### config.mk
export PLATFORM = sky130hd
export DESIGN_NAME = legacy_irq_ctrl
export DESIGN_NICKNAME = d
export VERILOG_FILES = /design/src/rtl/bic_pkg.sv /design/src/rtl/line_sync.sv /design/src/rtl/irq_bank.sv /design/src/rtl/legacy_irq_ctrl.sv
export SDC_FILE = /design/constraint.sdc
export NUM_CORES = 1
export LEC_CHECK = 0
export CAP_MARGIN = 20
export CELL_PAD_IN_SITES_DETAIL_PLACEMENT = 0
export CELL_PAD_IN_SITES_GLOBAL_PLACEMENT = 1
export CORE_AREA = 2 2 201 144
export CTS_CLUSTER_SIZE = 14
export DETAILED_ROUTE_END_ITERATION = 10
export DIE_AREA = 0 0 203 146
export HOLD_SLACK_MARGIN = 0.02
export PLACE_DENSITY_LB_ADDON = 0.3
export RECOVER_POWER = 100
export SLEW_MARGIN = 10
export SYNTH_ARGS = -nofsm -noshare
export SYNTH_HDL_FRONTEND = slang
export SYNTH_SLANG_ARGS = --single-unit
export TNS_END_PERCENT = 100
### constraint.sdc
create_clock -name clk -period 3.08 [get_ports clk]
set_clock_uncertainty 0.1 [all_clocks]
set_input_delay 0.308 -clock clk [delete_from_list [all_inputs] [get_ports clk]]
set_output_delay 0.308 -clock clk [all_outputs]
set_load 0.03 [all_outputs]
### src/rtl/bic_pkg.sv
package bic_pkg;
    // Word select within a bank, taken from address bits [3:2]
    typedef enum logic [1:0] {
        REG_EVENT  = 2'd0,
        REG_ENABLE = 2'd1,
        REG_ACK    = 2'd2,
        REG_LEVEL  = 2'd3
    } reg_sel_e;

    localparam int NUM_BANKS = 2;
endpackage

### src/rtl/line_sync.sv
module line_sync #(
    parameter int W = 32
) (
    input  logic         clk,
    input  logic         rst_n,
    input  logic [W-1:0] raw,
    output logic [W-1:0] live,
    output logic [W-1:0] rise
);
    logic [W-1:0] meta_q, stab_q, prev_q;

    always_ff @(posedge clk) begin
        if (!rst_n) begin
            meta_q <= '0;
            stab_q <= '0;
            prev_q <= '0;
        end else begin
            meta_q <= raw;
            stab_q <= meta_q;
            prev_q <= stab_q;
        end
    end

    assign live = stab_q;
    assign rise = stab_q & ~prev_q;
endmodule

### src/rtl/irq_bank.sv
module irq_bank
    import bic_pkg::*;
#(
    parameter int           W          = 32,
    parameter logic [W-1:0] LEVEL_MASK = '0
) (
    input  logic         clk,
    input  logic         rst_n,
    input  logic [W-1:0] lines,
    input  logic         hit,
    input  logic         wr,
    input  reg_sel_e     sel,
    input  logic [W-1:0] wdata,
    output logic [W-1:0] rd_word,
    output logic         pending
);
    logic [W-1:0] live, rise;
    logic [W-1:0] event_q, enable_q;
    logic [W-1:0] ack_clr, edge_set;

    line_sync #(.W(W)) u_sync (
        .clk  (clk),
        .rst_n(rst_n),
        .raw  (lines),
        .live (live),
        .rise (rise)
    );

    always_comb begin
        ack_clr  = (hit && wr && sel == REG_ACK) ? wdata : '0;
        edge_set = rise & enable_q & ~LEVEL_MASK;
    end

    always_ff @(posedge clk) begin
        if (!rst_n) begin
            event_q  <= '0;
            enable_q <= '0;
        end else begin
            // a fresh edge wins over a simultaneous acknowledge
            event_q <= (event_q & ~ack_clr) | edge_set;
            if (hit && wr && sel == REG_ENABLE)
                enable_q <= wdata;
        end
    end

    always_comb begin
        unique case (sel)
            REG_EVENT:  rd_word = event_q;
            REG_ENABLE: rd_word = enable_q;
            REG_ACK:    rd_word = '0;
            REG_LEVEL:  rd_word = live;
            default:    rd_word = '0;
        endcase
    end

    assign pending = |((event_q | (live & LEVEL_MASK)) & enable_q);
endmodule

### src/rtl/legacy_irq_ctrl.sv
module legacy_irq_ctrl
    import bic_pkg::*;
#(
    parameter int                BANK_W          = 32,
    parameter int                ADDR_W          = 6,
    parameter logic [BANK_W-1:0] LOW_LEVEL_MASK  = 32'h1FF0_0000,
    parameter logic [BANK_W-1:0] HIGH_LEVEL_MASK = 32'h0000_0000
) (
    input  logic                        clk,
    input  logic                        rst_n,
    input  logic [NUM_BANKS*BANK_W-1:0] irq_lines,
    input  logic                        bus_rd,
    input  logic                        bus_wr,
    input  logic [ADDR_W-1:0]           bus_addr,
    input  logic [BANK_W-1:0]           bus_wdata,
    output logic [BANK_W-1:0]           bus_rdata,
    output logic                        irq_out
);
    localparam int LINES = NUM_BANKS * BANK_W;

    reg_sel_e                   sel;
    logic                       aligned;
    logic [NUM_BANKS-1:0]       hit, pend;
    logic [BANK_W-1:0]          word [NUM_BANKS];
    logic [BANK_W-1:0]          rd_mux;

    assign sel     = reg_sel_e'(bus_addr[3:2]);
    assign aligned = (bus_addr[1:0] == 2'b00);

    for (genvar b = 0; b < NUM_BANKS; b++) begin : g_bank
        // low lines at 0x20, high lines at 0x10
        localparam logic [1:0]        BASE = (b == 0) ? 2'b10 : 2'b01;
        localparam logic [BANK_W-1:0] MASK = (b == 0) ? LOW_LEVEL_MASK : HIGH_LEVEL_MASK;

        assign hit[b] = aligned && (bus_addr[ADDR_W-1:4] == BASE);

        irq_bank #(.W(BANK_W), .LEVEL_MASK(MASK)) u_bank (
            .clk    (clk),
            .rst_n  (rst_n),
            .lines  (irq_lines[b*BANK_W +: BANK_W]),
            .hit    (hit[b]),
            .wr     (bus_wr),
            .sel    (sel),
            .wdata  (bus_wdata),
            .rd_word(word[b]),
            .pending(pend[b])
        );
    end

    always_comb begin
        rd_mux = '0;
        for (int b = 0; b < NUM_BANKS; b++)
            if (hit[b]) rd_mux = rd_mux | word[b];
    end

    always_ff @(posedge clk) begin
        if (!rst_n)
            bus_rdata <= '0;
        else if (bus_rd)
            bus_rdata <= rd_mux;
    end

    assign irq_out = |pend;

    logic unused_ok;
    assign unused_ok = (LINES == 0);
endmodule

==> results of run 1 <==
power breakdown:
group / switching (mW) / internal, mW
logic: 0.291 / 0.267
registers: 0.0636 / 4.56
clock network: 1.72 / 2.62
synthesized netlist by cell type, drive strengths merged, types with 26 or more instances:
cell	number
a21boi	110
a21oi	41
a22oi	40
and2	185
buf	26
clkbuf	68
dfxtp	343
inv	32
mux2i	64
nand2	139
nand3b	46
o21ai	87
o2bb2ai	64
worst min path at each step:
stage                                             startpoint                               end  slack (ns)  depth (start not counted)
final                                                 bus_rd                      bus_rdata[2]        0.17                          2
after global routing                                  bus_rd                      bus_rdata[5]        0.20                          2
after CTS                                              rst_n      g_bank[0].u_bank.event_q[24]        0.16                          3
after detailed placement   g_bank[1].u_bank.u_sync.meta_q[1]   g_bank[1].u_bank.u_sync.live[1]        0.32                          1
after global placement    g_bank[0].u_bank.u_sync.meta_q[16]  g_bank[0].u_bank.u_sync.live[16]        0.32                          1
after floorplan                                bus_wdata[20]      g_bank[0].u_bank.event_q[20]        0.30                          1
what timing repair did:
action	in CTS	in global routing
resized for setup	8	0
hold buffers	0	0
setup endpoints to repair	1	0
critical path, stage by stage (launching register included):
cell and delay (ns):
dfxtp_1 0.33, a22oi_1 0.28, nand4_1 0.12, or4_1 0.58, or4_1 0.48, clkdlybuf4s15_2 0.31
state kept, by name, indices dropped and copies added (netlist names):
signal	cells
g_bank.u_bank.enable_q	64
g_bank.u_bank.u_sync.meta_q	64
g_bank.u_bank.u_sync.live	64
bus_rdata	32
g_bank.u_bank.event_q	64
g_bank.u_bank.u_sync.prev_q	55
layout make-up:
cell class,instances,area [µm²]
timing repair buffer,168,1560
sequential,343,6870
tap,371,464
inverter,32,120
fill,2462,11800
clock inverter,8,115
clock buffer,51,1060
multi-input combinational,838,5470
routing by layer:
metal / track usage (%) / vias up / wire, µm
met1: 36.4 / 4665 / 18000
met3: 4.57 / 54 / 2480
met2: 34.9 / 311 / 14800
li1: - / 4762 / -
met4: 6.46 / 0 / 654
met5: 0 / - / 0
kinds of logic (layout without fill, tap and decap cells):
| family | count (synthesis) | after routing | share of synthesized area, % |
|---|---|---|---|
| flip-flops | 343 | 343 | 53.3 |
| AND/OR/NAND/NOR | 404 | 404 | 17.7 |
| AO/OA/AOI/OAI | 370 | 370 | 20.0 |
| multiplexers | 64 | 64 | 4.97 |
| buffers and inverters | 126 | 259 | 4.04 |
stage by stage:
step           instance area, µm²  hold slack, ns  utilization, %  power [mW]  setup WS, ns
2_1_floorplan               12900           0.295               -        4.99          1.04
3_3_place_gp                14600           0.315            53.0        5.29         0.205
3_5_place_dp                14600           0.319            53.0        5.29         0.211
4_1_cts                     15800           0.160            57.3        9.61        0.0238
5_1_grt                     15700           0.202            56.9        9.84        0.0128
6_report                    15700           0.167            56.9        9.52        0.0532
==> flow_summary_export.csv, run 1 <==
group,metric,value,unit
run_status,status,"finished, violations left",
run_status,violations,"capacitance limit, slew limit",
sta,relSlewSlack,-2.23,%
synth,netlist_instances,1307,
sta,slew_viol_final,92,
sta,tightestPinTransition,1.53,ns
global_route,grt_max_degree,92,
clocking,cts.path.max_buffers,3,
cells_and_area,final_common_cell,"dfxtp_1",
cells_and_area,drive_gt1_share,5.69,%
drt,dr.pass1.iters,5,
clocking,path_clk_slew,0.07,ns
synth,yosysSeqAreaShare,53.3,%
cells_and_area,syn_to_final_growth,21.6,%
placed_design,hpwl,23.6,mm
clocking,cts_buffers,34,
placed_design,portBuffers,138,
power,ir_worst_vdd,319,µV
cells_and_area,diodes,0,
critical_path,r2r_slack,1.75,ns
critical_path,required,2.67,ns
drt,wl_per_cell,19.9,µm
clocking,cts_tree,"done",
flow_run,cap_viol_max_count,1,
sta,fin_tns_setup,0,ns
critical_path,critPathLaunchType,"flip-flop",
drt,drtIter0Drc,767,
floorplan,start_util,46.8,%
critical_path,crit_fanout,3,
floorplan,die_height,146,µm
critical_path,cp-startpoint,"g_bank[1].u_bank.event_q[25]",
global_route,grt_pass1_vias,9359,
drt,finalWirelength,36.0,mm
clocking,clkLatencyLatePin,0.52,ns
synth,ys.warnings.count,0,
floorplan,die_x,203,µm
synth,synth-seq-cells,343,
sta,post-route-min-period,3.03,ns
clocking,postCtsSetupBuffers,0,
power,p_leak,5.70,nW
synth,synth.avg_cell_area,9.85,µm²
critical_path,crit_arrival,2.62,ns
sta,clock.fmax,0.330,GHz
synth,syn_area,12900,µm²
critical_path,reg2reg_from,"g_bank[0].u_bank.enable_q[1]",
synth,synth_nets,1413,
synth,synth_edf_count,0,
critical_path,end_kind,"output pin",
sta,hold_viol,0,
sta,setup_violations,0,
critical_path,crit_end,"irq_out",
clocking,numClockSinks,343,
placed_design,dpl.cell_count,1751,
clocking,cts_max_level,2,
global_route,grt_usage,24.1,%
synth,yosysTopAreaCell,"dfxtp_1",
synth,synth_top_area_share,53.3,%
clocking,cts_root_buf,"clkbuf_16",
sta,finalCritPeriodShare,98.3,%
critical_path,crit_type,"flip-flop to output pin",
drt,ant_nets,0,
drt,drc,0,
floorplan,placementRows,51,
cells_and_area,nets,1523,
floorplan,die-area,29600,µm²
drt,dr_total_vias,9792,
drt,avgViaCountPerCell,5.41,
global_route,grt_pass1_wl,55.4,mm
synth,synth_cell_types,28,
sta,grt_setup_unrepaired,"no",
global_route,grt_antenna_before_repair,0,
global_route,grt_overflow,0,
power,cellPowerDensity,608,nW/µm²
cells_and_area,final_cell_mix,"343 x dfxtp_1, 139 x nand2_1, 124 x and2_1",
floorplan,boundaryPins,139,
synth,synthArstFlopShare,0,%
critical_path,r2r_end,"bus_rdata[1]",
critical_path,ff2ff_path_depth,4,
synth,synth_area_leaders,"dfxtp_1 53%, and2_1 9.0%, mux2i_1 5.0%",
cells_and_area,final_cells,1811,
worst_hold_path,min_path_type,"primary input to flip-flop",
synth,synth_ff_type,"dfxtp_1",
floorplan,core-area,27500,µm²
placed_design,gp_congestion,0.821,
Power figures use the tool's default switching activity.
==> run 2, diff against run 1 <==
CORE_AREA = 2 2 197 141   (was 2 2 201 144)
CTS_BUF_LIST = sky130_fd_sc_hd__clkbuf_4 sky130_fd_sc_hd__clkbuf_8   (was not set)
DIE_AREA = 0 0 199 143   (was 0 0 203 146)
==> run 2 against run 1 <==
First-iteration DRC count grew 4.3%. Highest routed layer unchanged. Non-clock buffer count decreased by 3. Total power fell by 3.8%. Wire length fell by 1.2%. Count of clock-buffer cells in the layout up 30. Via count is 0.35% higher. The run now ends clean. Cell area fell by 0.16%. Flip-flop and latch count unchanged.
==> flow_summary_export.csv, run 2 (synthesized netlist as in run 1, its figures left out) <==
group,metric,value,unit
run_status,status,"completed",
cells_and_area,final_common_cell,"dfxtp_1",
clocking,path_clk_slew,0.07,ns
drt,dr_total_vias,9826,
global_route,grt_pass1_wl,55.1,mm
sta,finalCritPeriodShare,96.2,%
power,ir_worst_vdd,328,µV
sta,setup_violations,0,
cells_and_area,nets,1536,
floorplan,core-area,26500,µm²
critical_path,cpMostUsedCell,"or4_1",
floorplan,placementRows,50,
drt,ant_nets,0,
sta,hold_viol,0,
critical_path,cp-startpoint,"g_bank[1].u_bank.event_q[25]",
worst_hold_path,min_path_type,"primary input to flip-flop",
cells_and_area,diodes,0,
sta,post-route-min-period,2.96,ns
placed_design,portBuffers,138,
drt,drc,0,
flow_run,cap_viol_max_count,0,
global_route,grt_pass1_vias,9591,
critical_path,ff2ff_path_depth,4,
drt,drtIter0Drc,800,
placed_design,dpl.cell_count,1740,
worst_hold_path,hold_start,"bus_rd",
drt,finalWirelength,35.5,mm
global_route,grt_antenna_before_repair,0,
cells_and_area,final_cell_mix,"343 x dfxtp_1, 139 x nand2_1, 124 x and2_1",
critical_path,r2r_end,"bus_rdata[6]",
critical_path,end_kind,"output pin",
critical_path,critPathLaunchType,"flip-flop",
clocking,cts_tree,"done",
sta,clock.fmax,0.338,GHz
global_route,grt_max_degree,124,
floorplan,die-area,28500,µm²
power,fin_total_pwr,9.16,mW
critical_path,required,2.67,ns
clocking,cts_root_buf,"clkbuf_8",
sta,relSlewSlack,12.5,%
critical_path,crit_type,"flip-flop to output pin",
power,p_leak,5.74,nW
drt,wl_per_cell,19.4,µm
critical_path,reg2reg_from,"g_bank[0].u_bank.enable_q[6]",
sta,grt_setup_unrepaired,"no",
drt,dr.pass1.iters,5,
global_route,grt_overflow,0,
cells_and_area,syn_to_final_growth,21.4,%
power,cellPowerDensity,586,nW/µm²
clocking,clkLatencyLatePin,0.60,ns
critical_path,cpMaxStageDelayCell,"or4_1",
sta,worst_hold_slack,0.115,ns
sta,slew_viol_final,0,
clocking,numClockSinks,343,
floorplan,die_height,143,µm
clocking,cts.path.max_buffers,3,
floorplan,start_util,48.7,%
floorplan,die_x,199,µm
worst_hold_path,min_to,"bus_rdata[3]",
sta,tightestPinTransition,1.31,ns
global_route,grt_usage,25.3,%
placed_design,gp_congestion,0.821,
critical_path,r2r_slack,1.67,ns
clocking,postCtsSetupBuffers,0,
critical_path,max_stage_delay,0.57,ns
cells_and_area,final_cells,1834,
critical_path,path_cells,"a22oi_2 > nand4_1 > or4_1 > or4_1 > buf_2",
sta,fin_tns_setup,0,ns
clocking,cts_max_level,2,
critical_path,crit_fanout,3,
drt,avgViaCountPerCell,5.36,
clocking,cts_buffers,50,
critical_path,crit_arrival,2.55,ns
cells_and_area,drive_gt1_share,8.71,%
worst_hold_path,hold_depth,2,
floorplan,boundaryPins,139,
placed_design,hpwl,22.9,mm
run 2: cell types whose count changed in the layout (fill, tap and decap cells not counted), moves of 3 or more:
| cell | change |
|---|---|
| clkbuf_8 | +60 |
| clkbuf_16 | -37 |
| clkbuf_4 | +15 |
| clkbuf_1 | -14 |
| buf_4 | +3 |
| clkbuf_2 | -3 |
| clkinv_2 | +3 |
run 2: cell type report:
cell class	instances	area, µm²
fillers	2343	10800
flip-flops and latches	343	6870
multi-input cells	838	5490
repair buffers	165	1590
clock buffers	81	1030
well taps	364	455
inverters	32	120
clock inverters	11	87.6
run 2: report_power, final:
part | total (mW) | internal (mW) | switching, mW
Combinational | 0.559 | 0.269 | 0.290
Sequential | 4.62 | 4.56 | 0.0618
Clock | 3.98 | 2.22 | 1.76
Total | 9.16 | 7.04 | 2.11
run 2: worst max path at each step:
stage | cells past startpoint | slack [ns] | end
floorplan | 4 | 1.04 | irq_out
global placement | 5 | 0.19 | irq_out
detailed placement | 5 | 0.17 | irq_out
CTS | 5 | 0.08 | irq_out
global route | 5 | 0.0005 | irq_out
finish | 5 | 0.12 | irq_out
run 2: metal layers:
metal	share of wire, %	track usage [%]	wire (µm)	up-vias
met5	0	0	0	-
met4	2.1	7.38	748	0
met3	6.5	4.91	2300	55
met2	42	36.9	14800	281
met1	50	37.6	17600	4694
li1	-	-	-	4796
run 2: worst max-delay path: cells and delay by family (launching register included):
kind / cells / cell delay, ns
compound gates: 1 / 0.24
buf+inv: 1 / 0.22
simple gates: 3 / 1.17
flops: 1 / 0.33
run 2: per-stage QoR:
| step | setup WS (ns) | cell area (µm²) | utilization (%) |
|---|---|---|---|
| 6_report | 0.117 | 15600 | 59.1 |
| 5_1_grt | 0.000532 | 15600 | 59.1 |
| 4_1_cts | 0.0832 | 15700 | 59.4 |
| 3_5_place_dp | 0.171 | 14600 | 55.0 |
| 3_3_place_gp | 0.192 | 14600 | 55.0 |
| 2_1_floorplan | 1.04 | 12900 | - |
run 2: timing repair:
action | 4_1_cts | 5_1_grt
gates resized for setup | 12 | 0
setup endpoints to repair | 1 | 0
hold buffers | 1 | 0
hold endpoints to repair | 1 | 0
